[src/rtl/sdram_seq_pkg.sv]
package sdram_seq_pkg;

  // Strobes from the sequencer control to the counter datapath
  typedef struct packed {
    logic loadGap;     // start the row-cycle wait
    logic loadRcd;     // start the activate-to-column wait
    logic refIssued;   // a REF or SELF has served the pending request
    logic selfActive;  // interval requests are dropped
  } seqStrobe_t;

  typedef enum logic [3:0] {
    ST_IDLE, ST_PALL, ST_REF, ST_GAP, ST_ACT, ST_RCD, ST_COL,
    ST_SPALL, ST_SELF, ST_SLEEP, ST_SXIT
  } seqState_t;

endpackage

[src/rtl/sdram_seq_dp.sv]
module sdram_seq_dp
  import sdram_seq_pkg::*;
#(
  parameter int PERIOD_W = 12,
  parameter int TIME_W   = 4
) (
  input  logic                clk,
  input  logic                rstN,
  input  logic [PERIOD_W-1:0] refPeriod,
  input  logic [TIME_W-1:0]   rowCycle,
  input  logic [TIME_W-1:0]   rcdCycles,
  input  seqStrobe_t          strobe,
  output logic                refPending,
  output logic                timerLow
);

  localparam logic [PERIOD_W-1:0] TickAt  = PERIOD_W'(1);
  localparam logic [TIME_W-1:0]   GapTrim = TIME_W'(2);
  localparam logic [TIME_W-1:0]   RcdTrim = TIME_W'(1);

  logic [PERIOD_W-1:0] intervalCnt;
  logic [TIME_W-1:0]   stepTimer;
  logic                tick;

  assign tick = (intervalCnt == TickAt);

  always_ff @(posedge clk or negedge rstN) begin
    if (!rstN) begin
      intervalCnt <= '0;
    end else if (intervalCnt == '0) begin
      intervalCnt <= refPeriod;
    end else begin
      intervalCnt <= intervalCnt - 1'b1;
    end
  end

  always_ff @(posedge clk or negedge rstN) begin
    if (!rstN) begin
      refPending <= 1'b0;
    end else if (tick && !strobe.selfActive) begin
      refPending <= 1'b1;
    end else if (strobe.refIssued) begin
      refPending <= 1'b0;
    end
  end

  // One down-counter serves every timed step; the loads are trimmed so that
  // the control leaves its wait state when the count reaches one or less.
  always_ff @(posedge clk or negedge rstN) begin
    if (!rstN) begin
      stepTimer <= '0;
    end else if (strobe.loadGap) begin
      stepTimer <= (rowCycle > GapTrim) ? rowCycle - GapTrim : '0;
    end else if (strobe.loadRcd) begin
      stepTimer <= (rcdCycles > RcdTrim) ? rcdCycles - RcdTrim : '0;
    end else if (stepTimer != '0) begin
      stepTimer <= stepTimer - 1'b1;
    end
  end

  assign timerLow = (stepTimer <= TIME_W'(1));

  // a raised request is only withdrawn by a REF or SELF
  p_pending_hold_r2: assert property (@(posedge clk) disable iff (!rstN)
    ($past(refPending) && !refPending) |-> $past(strobe.refIssued));

  // the step timer never wraps while counting down
  p_timer_no_wrap_r4: assert property (@(posedge clk) disable iff (!rstN)
    ($past(stepTimer) == '0 && !$past(strobe.loadGap) && !$past(strobe.loadRcd))
      |-> (stepTimer == '0));

endmodule

[src/rtl/sdram_seq_ctrl.sv]
module sdram_seq_ctrl
  import sdram_seq_pkg::*;
(
  input  logic       clk,
  input  logic       rstN,
  input  logic       lowPowerEn,
  input  logic       accValid,
  input  logic       accCs,
  input  logic       refPending,
  input  logic       timerLow,
  output seqStrobe_t strobe,
  output logic       accReady,
  output logic       colStart,
  output logic       sdCke,
  output logic [1:0] sdCsN,
  output logic       sdRasN,
  output logic       sdCasN,
  output logic       sdWeN
);

  seqState_t state, nextState;
  logic      csSel;
  logic      grant;

  assign accReady = (state == ST_IDLE) && !lowPowerEn && !refPending;
  assign grant    = accReady && accValid;

  always_comb begin
    nextState = state;
    unique case (state)
      ST_IDLE: begin
        if (lowPowerEn)      nextState = ST_SPALL;
        else if (refPending) nextState = ST_PALL;
        else if (accValid)   nextState = ST_ACT;
      end
      ST_PALL:  nextState = ST_REF;
      ST_REF:   nextState = ST_GAP;
      ST_GAP:   if (timerLow) nextState = ST_IDLE;
      ST_ACT:   nextState = ST_RCD;
      ST_RCD:   if (timerLow) nextState = ST_COL;
      ST_COL:   nextState = ST_IDLE;
      ST_SPALL: nextState = ST_SELF;
      ST_SELF:  nextState = ST_SLEEP;
      ST_SLEEP: if (!lowPowerEn) nextState = ST_SXIT;
      ST_SXIT:  nextState = ST_GAP;
      default:  nextState = ST_IDLE;
    endcase
  end

  always_ff @(posedge clk or negedge rstN) begin
    if (!rstN) begin
      state <= ST_IDLE;
      csSel <= 1'b0;
    end else begin
      state <= nextState;
      if (grant) csSel <= accCs;
    end
  end

  always_comb begin
    strobe.loadGap    = (state == ST_REF) || (state == ST_SXIT);
    strobe.loadRcd    = (state == ST_ACT);
    strobe.refIssued  = (state == ST_REF) || (state == ST_SELF);
    strobe.selfActive = (state == ST_SELF) || (state == ST_SLEEP) || (state == ST_SXIT);
  end

  // Pin decode: active-low RAS/CAS/WE/CS, NOP has nothing asserted
  always_comb begin
    sdCsN    = 2'b11;
    sdRasN   = 1'b1;
    sdCasN   = 1'b1;
    sdWeN    = 1'b1;
    sdCke    = 1'b1;
    colStart = 1'b0;
    unique case (state)
      ST_PALL, ST_SPALL: begin
        sdCsN = 2'b00; sdRasN = 1'b0; sdWeN = 1'b0;
      end
      ST_REF: begin
        sdCsN = 2'b00; sdRasN = 1'b0; sdCasN = 1'b0;
      end
      ST_SELF: begin
        sdCsN = 2'b00; sdRasN = 1'b0; sdCasN = 1'b0; sdCke = 1'b0;
      end
      ST_SLEEP: sdCke = 1'b0;
      ST_ACT: begin
        sdCsN  = csSel ? 2'b01 : 2'b10;
        sdRasN = 1'b0;
      end
      ST_COL:  colStart = 1'b1;
      default: ;
    endcase
  end

  p_pall_before_ref_r3: assert property (@(posedge clk) disable iff (!rstN)
    (!sdRasN && !sdCasN && sdWeN && sdCke)
      |-> ($past(!sdRasN) && $past(sdCasN) && $past(!sdWeN)));

  p_ref_both_cs_r3: assert property (@(posedge clk) disable iff (!rstN)
    (!sdRasN && !sdCasN) |-> (sdCsN == 2'b00));

  p_act_one_cs_r6: assert property (@(posedge clk) disable iff (!rstN)
    (!sdRasN && sdCasN && sdWeN) |-> ($countones(sdCsN) == 1));

  p_grant_act_r6: assert property (@(posedge clk) disable iff (!rstN)
    (accValid && accReady) |=> (!sdRasN && sdCasN && sdWeN));

  p_col_pulse_r7: assert property (@(posedge clk) disable iff (!rstN)
    colStart |=> !colStart);

  p_sleep_nop_r9: assert property (@(posedge clk) disable iff (!rstN)
    (!sdCke && $past(!sdCke)) |-> (sdRasN && sdCasN && sdWeN && !accReady));

  p_ready_pending_r12: assert property (@(posedge clk) disable iff (!rstN)
    accReady |-> !refPending);

endmodule

[src/rtl/sdram_refresh_seq.sv]
module sdram_refresh_seq
  import sdram_seq_pkg::*;
#(
  parameter int PERIOD_W = 12,
  parameter int TIME_W   = 4
) (
  input  logic                clk,
  input  logic                rstN,
  input  logic [PERIOD_W-1:0] refPeriod,
  input  logic [TIME_W-1:0]   rowCycle,
  input  logic [TIME_W-1:0]   rcdCycles,
  input  logic                lowPowerEn,
  input  logic                accValid,
  input  logic                accCs,
  output logic                accReady,
  output logic                colStart,
  output logic                sdCke,
  output logic [1:0]          sdCsN,
  output logic                sdRasN,
  output logic                sdCasN,
  output logic                sdWeN
);

  seqStrobe_t strobe;
  logic       refPending;
  logic       timerLow;

  sdram_seq_dp #(
    .PERIOD_W(PERIOD_W),
    .TIME_W  (TIME_W)
  ) u_dp (
    .clk       (clk),
    .rstN      (rstN),
    .refPeriod (refPeriod),
    .rowCycle  (rowCycle),
    .rcdCycles (rcdCycles),
    .strobe    (strobe),
    .refPending(refPending),
    .timerLow  (timerLow)
  );

  sdram_seq_ctrl u_ctrl (
    .clk       (clk),
    .rstN      (rstN),
    .lowPowerEn(lowPowerEn),
    .accValid  (accValid),
    .accCs     (accCs),
    .refPending(refPending),
    .timerLow  (timerLow),
    .strobe    (strobe),
    .accReady  (accReady),
    .colStart  (colStart),
    .sdCke     (sdCke),
    .sdCsN     (sdCsN),
    .sdRasN    (sdRasN),
    .sdCasN    (sdCasN),
    .sdWeN     (sdWeN)
  );

endmodule

[config.mk]
export PLATFORM = sky130hd
export DESIGN_NAME = sdram_refresh_seq
export DESIGN_NICKNAME = d
export VERILOG_FILES = /design/src/rtl/sdram_seq_pkg.sv /design/src/rtl/sdram_seq_dp.sv /design/src/rtl/sdram_seq_ctrl.sv /design/src/rtl/sdram_refresh_seq.sv
export SDC_FILE = /design/constraint.sdc
export NUM_CORES = 1
export LEC_CHECK = 0
export ABC_AREA = 1
export ABC_CLOCK_PERIOD_IN_PS = 1600
export BUFFER_PORTS_ARGS = -buffer_cell sky130_fd_sc_hd__buf_4
export CORE_ASPECT_RATIO = 1.2
export CORE_MARGIN = 4
export CORE_UTILIZATION = 25
export CTS_BUF_LIST = sky130_fd_sc_hd__clkbuf_16
export CTS_CLUSTER_DIAMETER = 50
export CTS_CLUSTER_SIZE = 30
export DETAILED_ROUTE_END_ITERATION = 8
export GPL_ROUTABILITY_DRIVEN = 1
export GPL_TIMING_DRIVEN = 0
export PLACE_DENSITY = 0.49
export SLEW_MARGIN = 20
export SYNTH_ARGS = -nofsm -noshare
export SYNTH_HDL_FRONTEND = slang
export SYNTH_SLANG_ARGS = --single-unit
export TNS_END_PERCENT = 10
[constraint.sdc]
create_clock -name clk -period 1.6 [get_ports clk]
set_input_delay 0.08 -clock clk [delete_from_list [all_inputs] [get_ports clk]]
set_output_delay 0.08 -clock clk [all_outputs]
set_load 0.005 [all_outputs]
; ---- After elaboration in Yosys (flattened, before gate mapping)
; Cells that the tools add are included.
[word_totals]
output_inout_bits = 8
in_bits = 25
word_cells = 72
reg_bits = 22
[op_classes]
magnitude_cmp = 3
add_sub_neg = 4
eq_ne = 15
n_reduce_logical = 23
mux = 22
[op_table]
columns = op, count
row1 = $mux 4, 11
row2 = $pmux 4 s9, 1
row3 = $eq 4x3->1 const B, 4
row4 = $eq 12x1->1 const B, 1
row5 = $eq 4x4->1 const B, 3
row6 = $logic_not 12->1, 1
row7 = $mux 12, 1
row8 = $sub 12x1->12 const B, 1
row9 = $eq 4x2->1 const B, 2
row10 = $reduce_or 2->1, 4
row11 = $sub 4x1->4 const B, 2
row12 = $mux 1, 7
row13 = $ne 2x2->1 const B, 3
row14 = $reduce_or 5->1, 1
row15 = $eq 4x1->1 const B, 1
row16 = $gt 4x1->1 const B, 1
row17 = $gt 4x2->1 const B, 1
row18 = $le 4x1->1 const B, 1
row19 = $logic_and 1x1->1, 4
row20 = $logic_not 4->1, 1
row21 = $logic_or 1x1->1, 4
row22 = $ne 4x4->1 const B, 1
row23 = $pmux 2 s2, 1
row24 = $reduce_and 4->1, 1
row25 = 7 further kinds, 9

; ---- Logic depth before layout (Yosys ltp)
[logic_depth]
ltp_word = 6
ltp_mapped = 9
depth_no_buf = 9

; ---- Hierarchy
; Synthesis repeated with hierarchy kept, for this count alone.
[hier_totals]
cells_unflattened = 253
area_unflattened_um2 = 1700.4
[modules_own_cells]
columns = module, cells_each, instances, area_each_um2, seq_area_each_um2
row1 = sdram_seq_dp, 177, 1, 1257.5, 425.4
row2 = sdram_seq_ctrl, 76, 1, 442.9, 125.1

; ---- Least setup slack after synthesis
; Ideal clock, no wire load.
[synth_path]
path_kind = register to register
from = reg u_dp.intervalCnt[0]
to = reg u_dp.intervalCnt[9]
path_buffers = 1
setup_slack_ns = 0.313
setup_time_ns = 0.117
stages_incl_launch_ff = 9
required_ns = 1.483
period_less_slack_ns = 1.287
arrival_time_ns = 1.170
cell_sequence = dfrtp_1 inv_1 ha_1 nand2_1 nor2_4 nand2_2 buf_4 nand3_2 nand2_1
[synth_between]
elab_chain_len = 2
elab_cells_between_ends = 3
cone_classes = add/sub (1) / mux (1) / reduce/logical (1)
[synth_rtl]
columns = item, line
row1 = from (decl), sdram_seq_dp.sv:21  ; logic [PERIOD_W-1:0] intervalCnt;
row2 = from (signal assigned), sdram_seq_dp.sv:31  ; intervalCnt <= refPeriod;
row3 = from (signal assigned), sdram_seq_dp.sv:33  ; intervalCnt <= intervalCnt - 1'b1;
row4 = $sub 12x1->12 or $logic_not 12->1 (tied branches), "sdram_seq_dp.sv:33, sdram_seq_dp.sv:30"
row5 = $mux 12 *, sdram_seq_dp.sv:30  ; end else if (intervalCnt == '0) begin
; Every way passes the cells marked *; elsewhere a longest branch is shown, timed or not.
; A chain may end at the register's enable or synchronous reset.

; ---- Worst setup path in the final report
[layout_path]
from = reg u_ctrl.state[1]
to = out sdCsN[1]
[layout_between]
elab_chain_len = 3
elab_cells_between_ends = 7
cone_classes = eq/ne (5) / mux (1) / reduce/logical (1)
[layout_rtl]
columns = item, line
row1 = from (decl), sdram_seq_ctrl.sv:21  ; seqState_t state, nextState;
row2 = from (signal assigned), sdram_seq_ctrl.sv:55  ; state <= nextState;
row3 = $eq 4x1->1 (tied with other cells), sdram_seq_ctrl.sv:75  ; unique case (state)
row4 = $reduce_or 4->1 (no line), n/a
row5 = $pmux 2 s2 *, sdram_seq_ctrl.sv:75
row6 = to (decl), sdram_refresh_seq.sv:18  ; output logic [1:0] sdCsN,
; Marked as above.

==> impl_metrics.ini <==
[status]
outcome = finished, final reports clean

[critical_path]
cp-end-kind = primary output
slowest_delay_ns = 0.45
critical_path.startpoint_type = flop
required_ns = 1.52
path_class = reg2out
cp.arrival_ns = 1.40
crit_fanout = 6
path_buf_inv = 3
cp_common_cell = inv_2
cp_cell_sequence = inv_2 -> nand2_1 -> o21ai_2 -> inv_2 -> nand3_2 -> o21ai_1 -> buf_4
crit_family = flip-flops
critPathSlowestCell = dfrtp_2

[sta]
worstMarginPinSlew_ns = 0.299
hold_viol = 0
fmax_ghz = 0.677
finalCritPeriodShare_pct = 92.3
post-route-min-period_ns = 1.48
rsz0062_at_grt = true
fin_worst_skew_ns = 0.00409
slew_headroom_pct = 80.1
setup_viol = 0
maxSlewViolCount = 0
holdWs_ns = 0.0486

[route]
drtAntennaViolNets = 0
wire_per_inst_um = 10.7
wirelength_mm = 4.10
vias_per_cell = 4.23
drt_iter0_drc = 26
route.detailed.drc = 0
vias = 1625
dr.pass1.iters = 4

[global_route]
grt_pass1_vias = 1707
grt_pass1_wl_mm = 7.37
groute.usage.overall_pct = 10.6
grt_max_degree = 23
antenna_found_initial = 0
grt-ovfl-total = 0

[clock_network]
htreeDepth = 1
cts_buffers = 3
ctsRootBufferMaster = clkbuf_16
cts_buffer_depth = 2
worstSkewPairLatency_ns = 0.26
clock_sinks = 22
clkTransAtPathRegs_ns = 0.06
cts_tree = built

[place]
place_congestion = 0.803
port_buffers = 32
place_hpwl_mm = 3.35

[power_and_ir_drop]
power.density_mw_per_mm2 = 1400
ir_worst_vdd_uv = 673
leakagePower_nw = 1.17
p_total_mw = 3.15

[synthesis]
synthArstFlopShare_pct = 100
synth_fp_nets = 291
synth_area_leaders = dfrtp_1 32%, nand2_1 17%, nand3_1 11%, inv_1 6.9%, ha_1 5.7%
yosysTopAreaCell = dfrtp_1
ys_seq_elements = 22
yosysSeqAreaShare_pct = 31.5
yosysTopAreaCellShare_pct = 31.5
synthDistinctLibCells = 26
syn_avg_cell_area_um2 = 6.77
synthCells = 258
yosysWarnings = 0
ys.flop_type = dfrtp_1
synth_edf_count = 0
syn-cell-area_mm2 = 0.00175

[floorplanning]
dieArea_mm2 = 0.00839
rows = 33
die_w_um = 84.3
core_area_mm2 = 0.00681
die_height_um = 99.6
io_pins = 33
initial_core_util_pct = 25.6

[min_path]
hold_path_class = in2reg

[finish]
area_delta_synth_final_pct = 28.8
diodes = 0
final_util_pct = 33.0
layout-drive-gt1-share_pct = 27.6
nets = 331
fillers = 768

[flow_run]
max-cap-violations = 0
## state kept, by name, summed over array words and instances, names as in the netlist
name and cells:
u_dp.intervalCnt 12, u_ctrl.state 4, u_dp.stepTimer 4, u_ctrl.csSel 1
u_dp.refPending 1
## per-layer routing
layer	track usage, %	up-vias	share of wire, %
met5	0	-	0
met4	3.34	0	1.8
met3	2.32	6	5.4
met2	18.3	36	46
met1	12.9	697	47
li1	-	886	-
## layout by cell type, fill, tap and decap left out, types with 3 or more instances in the layout
cell and count:
nand2_2 9, ha_1 8, nor2_2 8, xnor2_1 4, nand3_2 3, nand4_1 5, o21ai_1 4, nand3_1 37
nor2_1 16, dfrtp_1 18, clkbuf_16 3, nand2_1 77, xor2_1 4, inv_1 32, inv_2 8, dfrtp_2 4
buf_4 36, nor2_4 5
## layout make-up
class                   count  area [µm²]  share of cell area, %
plain buffers               3        20.0                  0.890
clock buffers               3        75.1                   3.34
clock inverters             1        30.0                   1.33
inverters                  40         150                   6.67
multi-input cells         193        1040                   46.4
flip-flops and latches     22         556                   24.7
well taps                  87         109                   4.84
repair buffers             35         265                   11.8
## through the flow
step / setup slack (ns) / TNS [ns] / std cells / area (µm²)
after global placement: 0.0295 / 0 / 377 / 2100
after CTS: 0.0135 / 0 / 383 / 2230
final: 0.123 / 0 / 384 / 2250
after floorplan: 0.313 / 0 / 258 / 1750
after detailed placement: 0.0350 / 0 / 377 / 2100
after global routing: -0.0154 / -0.0154 / 384 / 2250
## worst min-delay path, stage by stage
cell and delay (ns):
buf_4 0.08, nand3_1 0.06, nand2_1 0.06
## final timing paths
path	from	end	slack, ns	depth (start not counted)
setup reg to reg	u_dp.intervalCnt[0]$_DFF_PN0_	u_dp.intervalCnt[3]$_DFF_PN0_	0.17	8
min in group asynchronous	rstN	u_dp.intervalCnt[10]$_DFF_PN0_	0.24	2
setup / recovery	u_ctrl.state[1]$_DFFE_PN0P_	sdCsN[1]	0.12	7
max in group asynchronous	rstN	u_ctrl.state[1]$_DFFE_PN0P_	1.10	2
hold / removal	refPeriod[9]	u_dp.intervalCnt[9]$_DFF_PN0_	0.05	3
hold reg to reg	u_dp.stepTimer[1]$_DFFE_PN0P_	u_dp.stepTimer[1]$_DFFE_PN0P_	0.48	2
## cells in the mapped netlist, types with 2 or more instances
library cell,number
nand2_1,78
xnor2_1,4
a21oi_1,2
o21ai_0,2
buf_4,2
o21ai_1,4
xor2_1,4
nor2_2,8
ha_1,8
inv_2,8
nor3_1,2
nor2_4,4
inv_1,32
nand2_2,8
nand3_1,38
o22ai_1,2
nor2_1,17
nand3_2,2
nand4_1,5
dfrtp_1,22
## report_power, final
| part | internal (mW) | leakage, nW | switching [mW] |
|---|---|---|---|
| combinational | 0.693 | 0.879 | 0.929 |
| clock | 0.497 | 0.0511 | 0.206 |
| sequential | 0.690 | 0.241 | 0.139 |
## cells by family (layout without fill, tap and decap cells)
| group | Yosys count | in the layout | synth area share (%) |
|---|---|---|---|
| compound gates | 11 | 11 | 3.44 |
| xor+xnor | 8 | 8 | 4.01 |
| fa+ha+maj | 8 | 8 | 5.73 |
| buf+inv | 43 | 82 | 9.74 |
| flops | 22 | 22 | 31.5 |
| simple gates | 166 | 166 | 45.6 |
## timing repair
action / 4_1_cts / 5_1_grt
pin swaps: 1 / 1
gates resized for setup: 2 / 8
endpoints found under the hold margin: 22 / 0
setup endpoints to repair: 3 / 6
gates cloned: 0 / 0
hold buffers: 1 / 0
setup buffers: 1 / 1
No activity file was read; power rests on OpenSTA's default activity.
